===== src/rtl/trap_pkg.sv =====
package trap_pkg;

    // Segment codes; the numeric order follows the waveform sequence.
    typedef enum logic [1:0] {
        SEG_HIGH = 2'd0,
        SEG_FALL = 2'd1,
        SEG_LOW  = 2'd2,
        SEG_RISE = 2'd3
    } seg_e;

    function automatic seg_e seg_successor(seg_e s);
        seg_e n;
        unique case (s)
            SEG_HIGH: n = SEG_FALL;
            SEG_FALL: n = SEG_LOW;
            SEG_LOW:  n = SEG_RISE;
            SEG_RISE: n = SEG_HIGH;
        endcase
        return n;
    endfunction

endpackage


===== src/rtl/trap_step_calc.sv =====
// Signed per-stair increment: (hi - lo) / 2**STEP_LOG2, truncated toward zero.
module trap_step_calc #(
    parameter int CODE_W    = 16,
    parameter int STEP_LOG2 = 4
) (
    input  logic [CODE_W-1:0]        hi,
    input  logic [CODE_W-1:0]        lo,
    output logic signed [CODE_W:0]   step
);
    localparam int SW = CODE_W + 1;

    logic signed [SW-1:0] diff;
    logic        [SW-1:0] mag;
    logic        [SW-1:0] mag_sh;

    always_comb begin
        diff   = $signed({1'b0, hi}) - $signed({1'b0, lo});
        mag    = diff[SW-1] ? SW'(-diff) : SW'(diff);
        mag_sh = mag >> STEP_LOG2;
        step   = diff[SW-1] ? -$signed(mag_sh) : $signed(mag_sh);
    end
endmodule


===== src/rtl/trap_seq_fsm.sv =====
// Segment sequencer: state register, segment counter, working settings.
module trap_seq_fsm
    import trap_pkg::*;
#(
    parameter int CODE_W    = 16,
    parameter int LEN_W     = 16,
    parameter int STEP_LOG2 = 4,
    parameter int CNT_W     = 16
) (
    input  logic              clk,
    input  logic              rst_n,
    input  logic              run_en,
    input  logic [CODE_W-1:0] shd_hi_code,
    input  logic [CODE_W-1:0] shd_lo_code,
    input  logic [LEN_W-1:0]  shd_hi_len,
    input  logic [LEN_W-1:0]  shd_lo_len,
    output seg_e              seg_q,
    output logic [CNT_W-1:0]  idx_q,
    output logic [CODE_W-1:0] act_hi,
    output logic [CODE_W-1:0] act_lo
);
    localparam int              STEPS     = 1 << STEP_LOG2;
    localparam logic [CNT_W-1:0] EDGE_LAST = CNT_W'(STEPS - 1);

    logic [LEN_W-1:0] act_hlen;
    logic [LEN_W-1:0] act_llen;
    logic [CNT_W-1:0] hlast;
    logic [CNT_W-1:0] llast;
    seg_e             seg_d;
    logic [CNT_W-1:0] idx_d;
    logic             load_d;

    // Zero length behaves as a single sample.
    always_comb begin
        hlast = (act_hlen == '0) ? '0 : CNT_W'(act_hlen) - CNT_W'(1);
        llast = (act_llen == '0) ? '0 : CNT_W'(act_llen) - CNT_W'(1);
    end

    always_comb begin
        seg_d  = seg_q;
        idx_d  = idx_q;
        load_d = 1'b0;
        if (run_en) begin
            unique case (seg_q)
                SEG_HIGH: begin
                    if (idx_q >= hlast) begin
                        seg_d = SEG_FALL;
                        idx_d = '0;
                    end else begin
                        idx_d = idx_q + CNT_W'(1);
                    end
                end
                SEG_FALL: begin
                    if (idx_q == EDGE_LAST) begin
                        seg_d = SEG_LOW;
                        idx_d = '0;
                    end else begin
                        idx_d = idx_q + CNT_W'(1);
                    end
                end
                SEG_LOW: begin
                    if (idx_q >= llast) begin
                        seg_d = SEG_RISE;
                        idx_d = '0;
                    end else begin
                        idx_d = idx_q + CNT_W'(1);
                    end
                end
                SEG_RISE: begin
                    if (idx_q == EDGE_LAST) begin
                        seg_d  = SEG_HIGH;
                        idx_d  = '0;
                        load_d = 1'b1;
                    end else begin
                        idx_d = idx_q + CNT_W'(1);
                    end
                end
            endcase
        end
    end

    // State register
    always_ff @(posedge clk) begin
        if (!rst_n) begin
            seg_q <= SEG_LOW;
            idx_q <= '0;
        end else begin
            seg_q <= seg_d;
            idx_q <= idx_d;
        end
    end

    // Working settings: copied from the shadows in reset and at high-plateau entry
    always_ff @(posedge clk) begin
        if (!rst_n || load_d) begin
            act_hi   <= shd_hi_code;
            act_lo   <= shd_lo_code;
            act_hlen <= shd_hi_len;
            act_llen <= shd_lo_len;
        end
    end
endmodule


===== src/rtl/trap_level_gen.sv =====
// Output stage: code for the current segment and stair, registered per enabled clock.
module trap_level_gen
    import trap_pkg::*;
#(
    parameter int CODE_W    = 16,
    parameter int STEP_LOG2 = 4,
    parameter int CNT_W     = 16
) (
    input  logic                   clk,
    input  logic                   rst_n,
    input  logic                   run_en,
    input  seg_e                   seg,
    input  logic [CNT_W-1:0]       idx,
    input  logic [CODE_W-1:0]      act_hi,
    input  logic [CODE_W-1:0]      act_lo,
    input  logic signed [CODE_W:0] step,
    input  logic [CODE_W-1:0]      shd_lo_code,
    output logic [CODE_W-1:0]      dac_code
);
    localparam int STEPS = 1 << STEP_LOG2;
    localparam int SW    = CODE_W + 1;
    localparam int PW    = CODE_W + STEP_LOG2 + 3;

    logic signed [PW-1:0] kk;
    logic signed [PW-1:0] step_ext;
    logic signed [PW-1:0] prod;
    logic signed [PW-1:0] up_val;
    logic signed [PW-1:0] dn_val;
    logic                 edge_end;
    logic [CODE_W-1:0]    lvl;

    always_comb begin
        kk       = $signed(PW'(idx[STEP_LOG2-1:0])) + $signed(PW'(1));
        step_ext = {{(PW-SW){step[SW-1]}}, step};
        prod     = kk * step_ext;
        up_val   = $signed({{(PW-CODE_W){1'b0}}, act_lo}) + prod;
        dn_val   = $signed({{(PW-CODE_W){1'b0}}, act_hi}) - prod;
        edge_end = (idx == CNT_W'(STEPS - 1));
    end

    always_comb begin
        unique case (seg)
            SEG_HIGH: lvl = act_hi;
            SEG_LOW:  lvl = act_lo;
            SEG_RISE: lvl = edge_end ? act_hi : up_val[CODE_W-1:0];
            SEG_FALL: lvl = edge_end ? act_lo : dn_val[CODE_W-1:0];
        endcase
    end

    // Output register
    always_ff @(posedge clk) begin
        if (!rst_n) begin
            dac_code <= shd_lo_code;
        end else if (run_en) begin
            dac_code <= lvl;
        end
    end
endmodule


===== src/rtl/trap_edge_gen.sv =====
module trap_edge_gen
    import trap_pkg::*;
#(
    parameter int CODE_W    = 16,
    parameter int LEN_W     = 16,
    parameter int STEP_LOG2 = 4
) (
    input  logic              clk,
    input  logic              rst_n,
    input  logic              run_en,
    input  logic [CODE_W-1:0] shd_hi_code,
    input  logic [CODE_W-1:0] shd_lo_code,
    input  logic [LEN_W-1:0]  shd_hi_len,
    input  logic [LEN_W-1:0]  shd_lo_len,
    output logic [CODE_W-1:0] dac_code
);
    localparam int CNT_W = (LEN_W > STEP_LOG2 + 1) ? LEN_W : STEP_LOG2 + 1;

    seg_e                   seg_q;
    logic [CNT_W-1:0]       idx_q;
    logic [CODE_W-1:0]      act_hi;
    logic [CODE_W-1:0]      act_lo;
    logic signed [CODE_W:0] step;

    trap_seq_fsm #(
        .CODE_W(CODE_W), .LEN_W(LEN_W), .STEP_LOG2(STEP_LOG2), .CNT_W(CNT_W)
    ) u_fsm (
        .clk(clk), .rst_n(rst_n), .run_en(run_en),
        .shd_hi_code(shd_hi_code), .shd_lo_code(shd_lo_code),
        .shd_hi_len(shd_hi_len), .shd_lo_len(shd_lo_len),
        .seg_q(seg_q), .idx_q(idx_q), .act_hi(act_hi), .act_lo(act_lo)
    );

    trap_step_calc #(
        .CODE_W(CODE_W), .STEP_LOG2(STEP_LOG2)
    ) u_step (
        .hi(act_hi), .lo(act_lo), .step(step)
    );

    trap_level_gen #(
        .CODE_W(CODE_W), .STEP_LOG2(STEP_LOG2), .CNT_W(CNT_W)
    ) u_level (
        .clk(clk), .rst_n(rst_n), .run_en(run_en),
        .seg(seg_q), .idx(idx_q), .act_hi(act_hi), .act_lo(act_lo),
        .step(step), .shd_lo_code(shd_lo_code), .dac_code(dac_code)
    );
endmodule


===== config.mk =====
export PLATFORM = sky130hd
export DESIGN_NAME = trap_edge_gen
export DESIGN_NICKNAME = d
export VERILOG_FILES = /design/src/rtl/trap_pkg.sv /design/src/rtl/trap_step_calc.sv /design/src/rtl/trap_seq_fsm.sv /design/src/rtl/trap_level_gen.sv /design/src/rtl/trap_edge_gen.sv
export SDC_FILE = /design/constraint.sdc
export NUM_CORES = 1
export LEC_CHECK = 0
export BUFFER_PORTS_ARGS = -buffer_cell sky130_fd_sc_hd__clkbuf_2
export CAP_MARGIN = 20
export CELL_PAD_IN_SITES_DETAIL_PLACEMENT = 0
export CELL_PAD_IN_SITES_GLOBAL_PLACEMENT = 1
export CORE_MARGIN = 3
export CORE_UTILIZATION = 52
export CTS_BUF_LIST = sky130_fd_sc_hd__clkbuf_4 sky130_fd_sc_hd__clkbuf_8
export CTS_CLUSTER_SIZE = 12
export DETAILED_ROUTE_END_ITERATION = 10
export GPL_TIMING_DRIVEN = 1
export MAX_ROUTING_LAYER = met4
export PLACE_DENSITY = 0.88
export SLEW_MARGIN = 20
export SYNTH_ARGS = -nofsm -noshare
export SYNTH_HDL_FRONTEND = slang
export SYNTH_SLANG_ARGS = --single-unit

===== constraint.sdc =====
create_clock -name clk -period 18.89 [get_ports clk]
set_clock_uncertainty 0.15 [all_clocks]
set_input_delay 1.889 -clock clk [delete_from_list [all_inputs] [get_ports clk]]
set_output_delay 1.889 -clock clk [all_outputs]
set_load 0.005 [all_outputs]

# Yosys cells after proc, flatten, opt, wreduce, memory -nomap -nowiden
# Cells that the tools add are included.
[word_totals]
wordCells = 56
output_inout_bits = 16
ff_bits = 98
[classes]
addsub = 9
n_lt_le_gt_ge = 2
muxes = 21
eq_ne = 9
mul = 1
n_reduce_logical = 7
[op_table]
columns = ["operator", "n"]
rows = [
  ["two-way mux 16 bit", 9],
  ["case mux 16 bit (4 select lines)", 1],
  ["case mux 16 bit (3 select lines)", 1],
  ["two-way mux 17 bit", 2],
  ["greater-or-equal comparator 16 bit", 2],
  ["logical NOT 16 bit", 2],
  ["subtractor 16 x 1 -> 16 bit, second input constant", 2],
  ["multiplier 6 x 17 -> 16 bit", 1],
  ["negation 13 -> 17 bit", 1],
  ["negation 17 bit", 1],
  ["subtractor 16 x 16 -> 17 bit", 1],
  ["adder 16 x 1 -> 16 bit, second input constant", 1],
  ["adder 16 bit", 1],
  ["equality test 16 x 4 -> 1 bit, second input constant", 1],
  ["subtractor 16 bit", 1],
  ["inequality test 2 x 1 -> 1 bit, second input constant", 5],
  ["two-way mux 2 bit", 4],
  ["case mux 2 bit (4 select lines)", 1],
  ["adder 4 x 1 -> 5 bit, second input constant", 1],
  ["AND reduction 5 bit", 1],
  ["equality test 2 bit, second input constant", 2],
  ["two-way mux 1 bit", 3],
  ["equality test 2 x 1 -> 1 bit, second input constant", 1],
  ["logical NOT 2 bit", 1],
  ["3 further kinds", 3],
]

# Logic depth before layout (Yosys ltp)
# Gate-level depths: netlist of the first run.
[logic_depth]
ltp_word = 11
ltp_mapped = 42
ltp_nobuf = 42

# Modules after synthesis
# A second synthesis of the first run with hierarchy kept.
[hier_totals]
cells_unflattened = 1247
hier_area_um2 = 10891.7
[modules_own_cells]
columns = ["module", "cells_per_inst", "area_each_um2", "instances", "seq_area_each_um2"]
rows = [
  ["trap_level_gen", 636, 5012.3, 1, 480.5],
  ["trap_seq_fsm", 387, 4302.9, 1, 2282.2],
  ["trap_step_calc", 224, 1576.5, 1, 0.0],
]

# Worst setup path after synthesis of the first run
# No wires, ideal clock.
[synth_path]
kind = "reg-to-reg"
startpoint = "register u_fsm.act_hi[9]"
endpoint = "register u_level.dac_code[15], data pin"
slack_ps = 10144
setup_ps = 262
path_stages_with_launch = 41
arrival_time_ps = 8335
path_cell_list = "edfxtp_1 > ha_1 > buf_6 > a21o_1 > nor2b_1 > or4_4 > o21a_1 > nor2_1 > nand2_1 > xnor2_1 > ha_1 > inv_1 > or2_2 > mux2i_1 > and2_4 > xnor2_1 > nor2_1 > xnor2_1 > [5 not listed] > inv_1 > ha_1 > o21a_1 > o31a_1 > nor4_1 > o41ai_1 > a21o_1 > a21oi_1 > xnor2_1 > inv_1 > ha_1 > nand3_1 > o2111ai_1 > a21oi_1 > xor2_1 > xnor2_1 > a221oi_1 > nor2_1"
[synth_between]
elab_chain_len = 11
word_cells_on_any_way = 13
classes_between = "add/sub (5); mul (1); mux (7)"
[synth_lines]
columns = ["element", "line", "source"]
rows = [
  ["start: declaration", "trap_seq_fsm.sv:19", "output logic [CODE_W-1:0] act_hi,"],
  ["start signal: assignment", "trap_seq_fsm.sv:96", "act_hi <= shd_hi_code;"],
  ["subtractor 16 x 16 -> 17 bit", "trap_step_calc.sv:17", "diff = $signed({1'b0, hi}) - $signed({1'b0, lo});"],
  ["negation 17 bit", "trap_step_calc.sv:18", "mag = diff[SW-1] ? SW'(-diff) : SW'(diff);"],
  ["two-way mux 17 bit", "trap_step_calc.sv:18", ""],
  ["negation 13 -> 17 bit", "trap_step_calc.sv:20", "step = diff[SW-1] ? -$signed(mag_sh) : $signed(mag_sh);"],
  ["two-way mux 17 bit", "trap_step_calc.sv:20", ""],
  ["multiplier 6 x 17 -> 16 bit", "trap_level_gen.sv:35", "prod = kk * step_ext;"],
  ["subtractor 16 bit / adder 16 bit (equally long branches)", "trap_level_gen.sv:37, trap_level_gen.sv:36", ""],
  ["two-way mux 16 bit (on tied branches)", "trap_level_gen.sv:46, trap_level_gen.sv:45", ""],
  ["case mux 16 bit (4 select lines) (*)", "trap_level_gen.sv:42", "unique case (seg)"],
  ["two-way mux 16 bit (*)", "trap_level_gen.sv:54", "end else if (run_en) begin"],
  ["two-way mux 16 bit (*)", "trap_level_gen.sv:52", "if (!rst_n) begin"],
  ["end signal: assignment", "trap_level_gen.sv:53", "dac_code <= shd_lo_code;"],
  ["end signal: assignment", "trap_level_gen.sv:55", "dac_code <= lvl;"],
  ["end: declaration", "trap_level_gen.sv:18", "output logic [CODE_W-1:0] dac_code"],
]
# Every way passes the cells marked *; elsewhere a longest branch is shown, timed or not. The select of a mux whose other input is x is not followed.
# A chain may end at the register's enable or synchronous reset.

# Worst setup path in the final report of the first run
# Same ends and word-level chain as after synthesis.

==> results of run 1 <==
Yosys cell counts, types with 9 or more instances:
| cell | n | share of area [%] |
|---|---|---|
| edfxtp_1 | 80 | 24 |
| a21oi_1 | 52 | 2.6 |
| o21a_1 | 10 | 0.74 |
| nor4_1 | 17 | 1.0 |
| mux2i_1 | 9 | 0.89 |
| nand3_1 | 21 | 1.0 |
| o21ai_0 | 58 | 2.9 |
| inv_1 | 126 | 4.7 |
| clkbuf_1 | 22 | 0.81 |
| fa_1 | 38 | 7.5 |
| nor2_1 | 124 | 4.6 |
| or2_2 | 9 | 0.55 |
| and3_1 | 12 | 0.74 |
| a22oi_1 | 10 | 0.74 |
| a211oi_1 | 11 | 0.81 |
| nand2_1 | 97 | 3.6 |
| dfxtp_1 | 18 | 3.5 |
| nor3_1 | 25 | 1.2 |
| xor2_1 | 30 | 2.6 |
| xnor2_1 | 56 | 4.8 |
| nand2b_1 | 17 | 1.0 |
| ha_1 | 115 | 14 |
| nor2b_1 | 13 | 0.80 |
| a21o_1 | 35 | 2.6 |
registers in the layout, indices dropped and copies added, names as in the netlist:
name,cells
u_fsm.act_hlen,16
u_fsm.act_lo,16
u_fsm.act_llen,16
u_level.dac_code,16
u_fsm.seg_q,2
u_fsm.idx_q,16
u_fsm.act_hi,16
placed cells by master, fill, tap and decap left out, types with 6 or more instances in the layout:
master,count
nand2_1,96
o21ai_1,6
o21bai_1,6
a31oi_1,6
a21oi_1,52
a22oi_1,10
o21a_1,10
a21boi_0,7
or2_2,9
and3_1,12
xnor2_1,56
fa_1,38
nor4_1,17
or3_1,8
edfxtp_1,80
a211oi_1,11
a221oi_1,8
nor2b_1,13
ha_1,115
o211ai_1,6
nand3_1,21
clkbuf_2,82
nor2_1,124
nor3_1,25
a21o_1,35
o21ai_0,58
nand2b_1,17
xor2_1,30
mux2i_1,9
dfxtp_1,18
clkbuf_8,9
inv_1,126
cell families (layout without fill, tap and decap cells):
logic type / after synthesis / after routing
buffers and inverters: 155 / 228
DFF: 98 / 98
adders and majority gates: 153 / 153
and+or+nand+nor: 377 / 377
AOI/OAI and AO/OA: 268 / 268
xor gates and xnor gates: 88 / 88
muxes: 11 / 11
power groups by stage:
| stage | combinational (mW) | clock, mW | sequential [mW] |
|---|---|---|---|
| after floorplan | 0.609 | 0 | 0.265 |
| after global placement | 0.766 | 0 | 0.270 |
| after detailed placement | 0.771 | 0 | 0.270 |
| after CTS | 0.778 | 0.146 | 0.266 |
| after global routing | 0.882 | 0.155 | 0.268 |
| final | 0.792 | 0.142 | 0.266 |
routing by layer:
layer  routed length [um]  part of all wire [%]
met1                12460                    51
met2                10100                    41
met3                 1580                   6.5
met4                  271                   1.1
met5                    0                     0
metrics by stage:
stage               utilization [%]  area [um^2]  setup slack (ns)  cells  power, mW
floorplan                         -        10150             10.14   1150     0.8744
global placement              56.90        10790             9.335   1467      1.036
detailed placement            56.90        10790             9.028   1467      1.042
CTS                           57.97        10990             8.987   1483      1.189
global route                  57.97        10990             8.258   1483      1.305
finish                        57.97        10990             8.839   1483      1.200
final timing paths:
kind                                startpoint                             end  slack (ns)
setup reg to reg     u_fsm.act_hi[9]$_DFFE_PP_  u_level.dac_code[15]$_DFFE_PP_        8.84
hold reg to reg   u_fsm.idx_q[12]$_SDFFE_PN0P_    u_fsm.idx_q[12]$_SDFFE_PN0P_        0.40
setup / recovery     u_fsm.act_hi[9]$_DFFE_PP_  u_level.dac_code[15]$_DFFE_PP_        8.84
hold / removal    u_fsm.idx_q[12]$_SDFFE_PN0P_    u_fsm.idx_q[12]$_SDFFE_PN0P_        0.40
layout make-up:
| class | count | area [um^2] |
|---|---|---|
| fillers | 1720 | 7966 |
| multi-input cells | 897 | 6789 |
| flip-flops and latches | 98 | 2763 |
| inverters | 127 | 476.7 |
| repair buffers | 85 | 432.9 |
| well taps | 260 | 325.3 |
| clock buffers | 11 | 138.9 |
| clock inverters | 5 | 63.81 |
worst reg2reg max path, delay by kind of cell (launching register included):
| family | cells | cell delay (ns) |
|---|---|---|
| adder cells (fa/ha/maj) | 7 | 2.96 |
| flip-flops | 1 | 0.44 |
| multiplexers | 1 | 0.19 |
| XOR/XNOR | 6 | 1.58 |
| AND/OR/NAND/NOR | 11 | 2.11 |
| buffers and inverters | 4 | 0.26 |
| AO/OA/AOI/OAI | 10 | 2.13 |
==> results by group, run 1 <==
Logic synthesis
  • FF+latch count, synth: 98
  • Compound-Gate Fraction of Synth Area: between 10% and 20%
  • Mux cell area share after synthesis: about 1.1%
  • Yosys Warn Count: 0
  • Distinct cells, synth: 84
  • Post-Synth XOR/XNOR Area: between 7 and 8%
  • Async set-reset flop share out of synthesis: 0%
  • Synth Flop Type: edfxtp_1
  • Seq/Total Area, Yosys: between 20 and 30%
  • Net Count, Synth: 1,370
  • Syn Std Cell Area: 0.01015 mm^2
  • Mapped Cells: between 1,000 and 1,500
  • Post-synth EDFFs: 80
  • Mean post-synth cell area: around 8.8 um^2
  • Synth Area in Adders: between 20% and 30%
  • Largest family of logic cells by synthesized area: adder cells
  • Post-Synth Simple-Gate Area: ~18%

Detailed routing
  • Drt pass-1 iters: 5
  • 1st-iter DRT viols: roughly 660
  • Final ANT Viol Nets: 0
  • Vias/cell: 5.681
  • # DRC: 0
  • Via count: 8,425
  • Wirelength per Cell: 16.46 um
  • Overall routed net length: 24.42 mm

Setup path
  • R2R cell count: 39
  • Most frequent CP cell: xnor2_1
  • Crit. path cell count: 39
  • Crit path capture type: flip-flop
  • Crit path max fanout: 9
  • WP data required: around 19 ns
  • Startpoint types: flip-flop
  • CP max-delay cell: fa_1
  • Worst path max stage delay: 0.53 ns
  • CP Class: flip-flop to flip-flop
  • Worst Path Buf+Inv: 4
  • Crit path DAT: around 10 ns
  • Crit path max-delay family: adder cells

Finish
  • Share of post-route cells with drive strength above 1: 11.53%
  • Layout area overhead: 8.258%
  • Final net count: roughly 1,400
  • Antenna fix cells: 0

Power and ir drop
  • Internal power: 0.6473 mW
  • Max VDD drop: ~0.000065 V
  • Pwr per Cell Area: 109.2 mW/mm^2
  • Pleak: 5.055 nW
  • Psw: 0.5523 mW
  • Comb power frac: between 60% and 70%
  • Sequential share of power: 22.2%
  • Clock share of power: a little under an eighth
  • Switching Fraction: ~46%

Timing
  • Max Slew Vio Count: 0
  • Endpoints failing setup: 0
  • Worst slack on hold paths: between 0.4 and 0.5 ns
  • Hold Fails Final Rpt: 0
  • Slew @ Worst Pin: about 1.1 ns
  • Slew margin rel.: between 20% and 30%
  • Final cycle utilization of the critical path: a little over half
  • Setup TNS: 0 ns
  • Fmax achieved: just under 100 MHz
  • Minimum clock period: between 10 and 15 ns
  • RSZ-0062 raised after global routing: false

Placement
  • Post-DP HPWL: 19.53 mm
  • GPL Wtd Cong: between 0.8 and 0.9
  • IO buf count: 82

CTS
  • Clock network latency to the later pin of the worst-skew pair: between 0.3 and 0.4 ns
  • Inserted Clock Buffers: 9
  • CTS max path bufs: 2
  • Sink Count: 98
  • H-tree levels: 3
  • CTS tree: done
  • Postcts setup bufs: 0
  • Clock root cell: clkbuf_8
  • Post-CTS Resized: 0
  • Hold buffer count at CTS: 0
  • Reg clk slew, reported paths: approximately 0.1 ns

Global route
  • Total grt overflow: 0
  • Gr usage total: a little under a quarter
  • Number of global-route vias before repair: 7,769
  • Largest net degree at the start of global routing: between 40 and 50
  • Met2 Usage GRT: between 30% and 40%
  • Met3 Track Usage GR: 3.457%
  • GR Layer Usage met1: a little over a third
  • Gr busiest metal: met1
  • Initial antenna violation count: 0
  • First-pass GRT wire length: 39.70 mm

Floorplan
  • Die H: about 150 um
  • Starting Density: around 54%
  • Die Width: approximately 150 um
  • Die ar.: roughly 0.021 mm^2
  • I/O pin count: 83
  • Site row count: 50
  • Core Area: 0.01896 mm^2

Min path
  • Min-Delay Path Class: flip-flop to flip-flop
  • Hold path depth: 1

Run status
  • Outcome: finished, final reports clean

Job
  • Max cap viols: 0
No activity file was read; power rests on OpenSTA's default activity.
==> run 2, diff against run 1 <==
--- a/config.mk
+++ b/config.mk
@@ -10,13 +10,13 @@
 export CELL_PAD_IN_SITES_DETAIL_PLACEMENT = 0
 export CELL_PAD_IN_SITES_GLOBAL_PLACEMENT = 1
 export CORE_MARGIN = 3
-export CORE_UTILIZATION = 52
+export CORE_UTILIZATION = 49
 export CTS_BUF_LIST = sky130_fd_sc_hd__clkbuf_4 sky130_fd_sc_hd__clkbuf_8
 export CTS_CLUSTER_SIZE = 12
 export DETAILED_ROUTE_END_ITERATION = 10
 export GPL_TIMING_DRIVEN = 1
 export MAX_ROUTING_LAYER = met4
-export PLACE_DENSITY = 0.88
+export PLACE_DENSITY = 0.83
 export SLEW_MARGIN = 20
 export SYNTH_ARGS = -nofsm -noshare
 export SYNTH_HDL_FRONTEND = slang
==> constraint.sdc (replaced) <==
create_clock -name clk -period 10.14 [get_ports clk]
set_clock_uncertainty 0.15 [all_clocks]
set_input_delay 1.014 -clock clk [delete_from_list [all_inputs] [get_ports clk]]
set_output_delay 1.014 -clock clk [all_outputs]
set_load 0.005 [all_outputs]
==> run 2 against run 1 <==
Register-to-register slack worse by 8.2 ns; critical path depth shrank 2; worst setup slack worse by 8.2 ns; sequential share of layout area decreased by 0.071 points; sequential power up 86%; clock-buffer cell count down 1; sequential cell count unchanged; wire length grew 3.4%.
==> results by group, run 2 (synthesis results as in run 1) <==
Run status
  • Outcome: finished, final reports clean

Min path
  • Min-delay src: u_fsm.seg_q[0]$_SDFFE_PN0P_
  • Min-Delay Path Class: flip-flop to flip-flop
  • Hold Crit Endpoint: u_fsm.seg_q[0]$_SDFFE_PN0P_
  • Hold path depth: 2

Floorplan
  • Site row count: 52
  • Die ar.: approximately 0.022 mm^2
  • Starting Density: roughly half
  • Die Width: 149.9 um
  • I/O pin count: just over 80
  • Core Area: around 0.020 mm^2
  • Die H: 149.9 um

Setup path
  • Worst r2r dst: u_level.dac_code[15]$_DFFE_PP_
  • Crit path max fanout: 9
  • Startpoint types: flip-flop
  • CP Class: flip-flop to flip-flop
  • FF-to-FF setup slack: approximately 0.66 ns
  • Crit path DAT: around 9.5 ns
  • R2R cell count: 37
  • CP max-delay cell: fa_1
  • WP data required: approximately 10 ns
  • Crit path capture type: flip-flop
  • Worst path max stage delay: between 0.5 and 0.6 ns
  • Most frequent CP cell: ha_1
  • FF-to-FF Start: u_fsm.act_hi[9]$_DFFE_PP_

Finish
  • Most common cell after layout, fill and taps aside: inv_1
  • Share of post-route cells with drive strength above 1: 12.00%
  • Post-layout instance area: ~0.011 mm^2
  • Most frequent cells in the layout: inv_1 (126), nor2_1 (123), ha_1 (115), nand2_1 (96), clkbuf_2 (82)
  • Storage element area: between 0.002 and 0.003 mm^2
  • Final net count: 1,440
  • Layout area overhead: 8.567%
  • Multi-input gate area: roughly 0.0068 mm^2
  • Fill count: slightly below 2,000
  • Antenna fix cells: 0

Placement
  • IO buf count: between 80 and 90
  • Post-DP HPWL: around 20 mm
  • Post-DP Area: ~0.011 mm^2
  • GPL Wtd Cong: roughly 0.9

Power and ir drop
  • Pleak: roughly 5 nW
  • Overall Power: ~2.2 mW
  • Max VDD drop: 0.0001816 V
  • Pwr per Cell Area: roughly 200 mW/mm^2

Timing
  • Fmax achieved: approximately 110 MHz
  • Hold Fails Final Rpt: 0
  • Setup TNS: 0 ns
  • RSZ-0062 raised after global routing: false
  • Slew margin rel.: a little under a third
  • Final cycle utilization of the critical path: between 90 and 100%
  • Minimum clock period: approximately 9.5 ns
  • Max Slew Vio Count: 0
  • Endpoints failing setup: 0
  • Slew @ Worst Pin: about 1.0 ns

Detailed routing
  • Final ANT Viol Nets: 0
  • Via count: between 8,000 and 9,000
  • # DRC: 0
  • Wirelength per Cell: ~17 um
  • Drt pass-1 iters: 5
  • Overall routed net length: about 25 mm
  • 1st-iter DRT viols: roughly 560
  • Vias/cell: between 5 and 6

CTS
  • Inserted Clock Buffers: 9
  • Sink Count: just under 100
  • Postcts setup bufs: 0
  • H-tree levels: 3
  • Post-CTS Resized: 0
  • CTS max path bufs: 2
  • Reg clk slew, reported paths: about 0.10 ns
  • Hold buffer count at CTS: 0
  • Clock root cell: clkbuf_8
  • CTS tree: done
  • Clock network latency to the later pin of the worst-skew pair: approximately 0.38 ns

Global route
  • Gr usage total: ~23%
  • Total grt overflow: 0
  • Initial antenna violation count: 0
  • Number of global-route vias before repair: roughly 7,900
  • First-pass GRT wire length: 40.54 mm
  • Largest net degree at the start of global routing: 65

Job
  • Max cap viols: 0
## run 2: changes by cell type in the layout (fill, tap and decap cells not counted)
cell	change
buf_4	+2
bufinv_16	-1
clkbuf_4	-1
clkinv_2	+1
clkinv_4	-1
inv_6	+1
inv_8	+1
nor2_1	-1
nor2_2	+1
o41ai_1	-1
o41ai_2	+1
xnor2_1	-2
xnor2_2	+2
## run 2: how the worst max path moves through the flow
stage	startpoint	end	depth (start not counted)
floorplan	u_fsm.act_hi[9]$_DFFE_PP_	u_level.dac_code[15]$_DFFE_PP_	40
global placement	u_fsm.act_hi[9]$_DFFE_PP_	u_level.dac_code[15]$_DFFE_PP_	39
detailed placement	u_fsm.act_hi[9]$_DFFE_PP_	u_level.dac_code[15]$_DFFE_PP_	39
CTS	u_fsm.act_hi[9]$_DFFE_PP_	u_level.dac_code[15]$_DFFE_PP_	39
global route	u_fsm.act_hi[9]$_DFFE_PP_	u_level.dac_code[15]$_DFFE_PP_	37
finish	u_fsm.act_hi[9]$_DFFE_PP_	u_level.dac_code[15]$_DFFE_PP_	37
## run 2: final cells by class
class | count | area share [%]
clock buffer | 10 | 1.192
inverter | 127 | 4.326
timing repair buffer | 87 | 4.064
tap | 270 | 3.065
sequential | 98 | 25.07
clock inverter | 6 | 0.4541
multi-input combinational | 897 | 61.83
## run 2: layer usage
| layer | track usage, % | share of wire (%) | up-vias |
|---|---|---|---|
| met5 | - | 0 | - |
| met4 | 4.254 | 0.91 | 0 |
| met3 | 2.726 | 5.4 | 19 |
| met2 | 33.95 | 43 | 219 |
| met1 | 35.01 | 50 | 3961 |
| li1 | - | - | 4212 |
## run 2: critical path: cells and delay by family, from the launching register on
family | cells | cell delay (ns)
buffers and inverters | 4 | 0.35
XOR/XNOR | 5 | 0.92
AO/OA/AOI/OAI | 11 | 2.53
adder cells (fa/ha/maj) | 7 | 2.87
flip-flops | 1 | 0.44
AND/OR/NAND/NOR | 9 | 1.75
multiplexers | 1 | 0.18
## run 2: power by group
| group | internal [mW] | switching, mW | leakage (nW) |
|---|---|---|---|
| combinational | 0.628 | 0.874 | 4.05 |
| clock | 0.0956 | 0.145 | 0.0926 |
| sequential | 0.467 | 0.0287 | 0.932 |
## run 2: per-stage QoR
stage | std cells | util (%) | setup WS (ns) | hold slack, ns
3_5_place_dp | 1479 | 53.27 | 0.3114 | 0.3857
5_1_grt | 1495 | 54.29 | 0.05986 | 0.4305
2_1_floorplan | 1150 | - | 1.394 | 0.3323
4_1_cts | 1495 | 54.17 | 0.3128 | 0.3998
3_3_place_gp | 1479 | 53.27 | 0.5633 | 0.3788
6_report | 1495 | 54.29 | 0.6647 | 0.4011
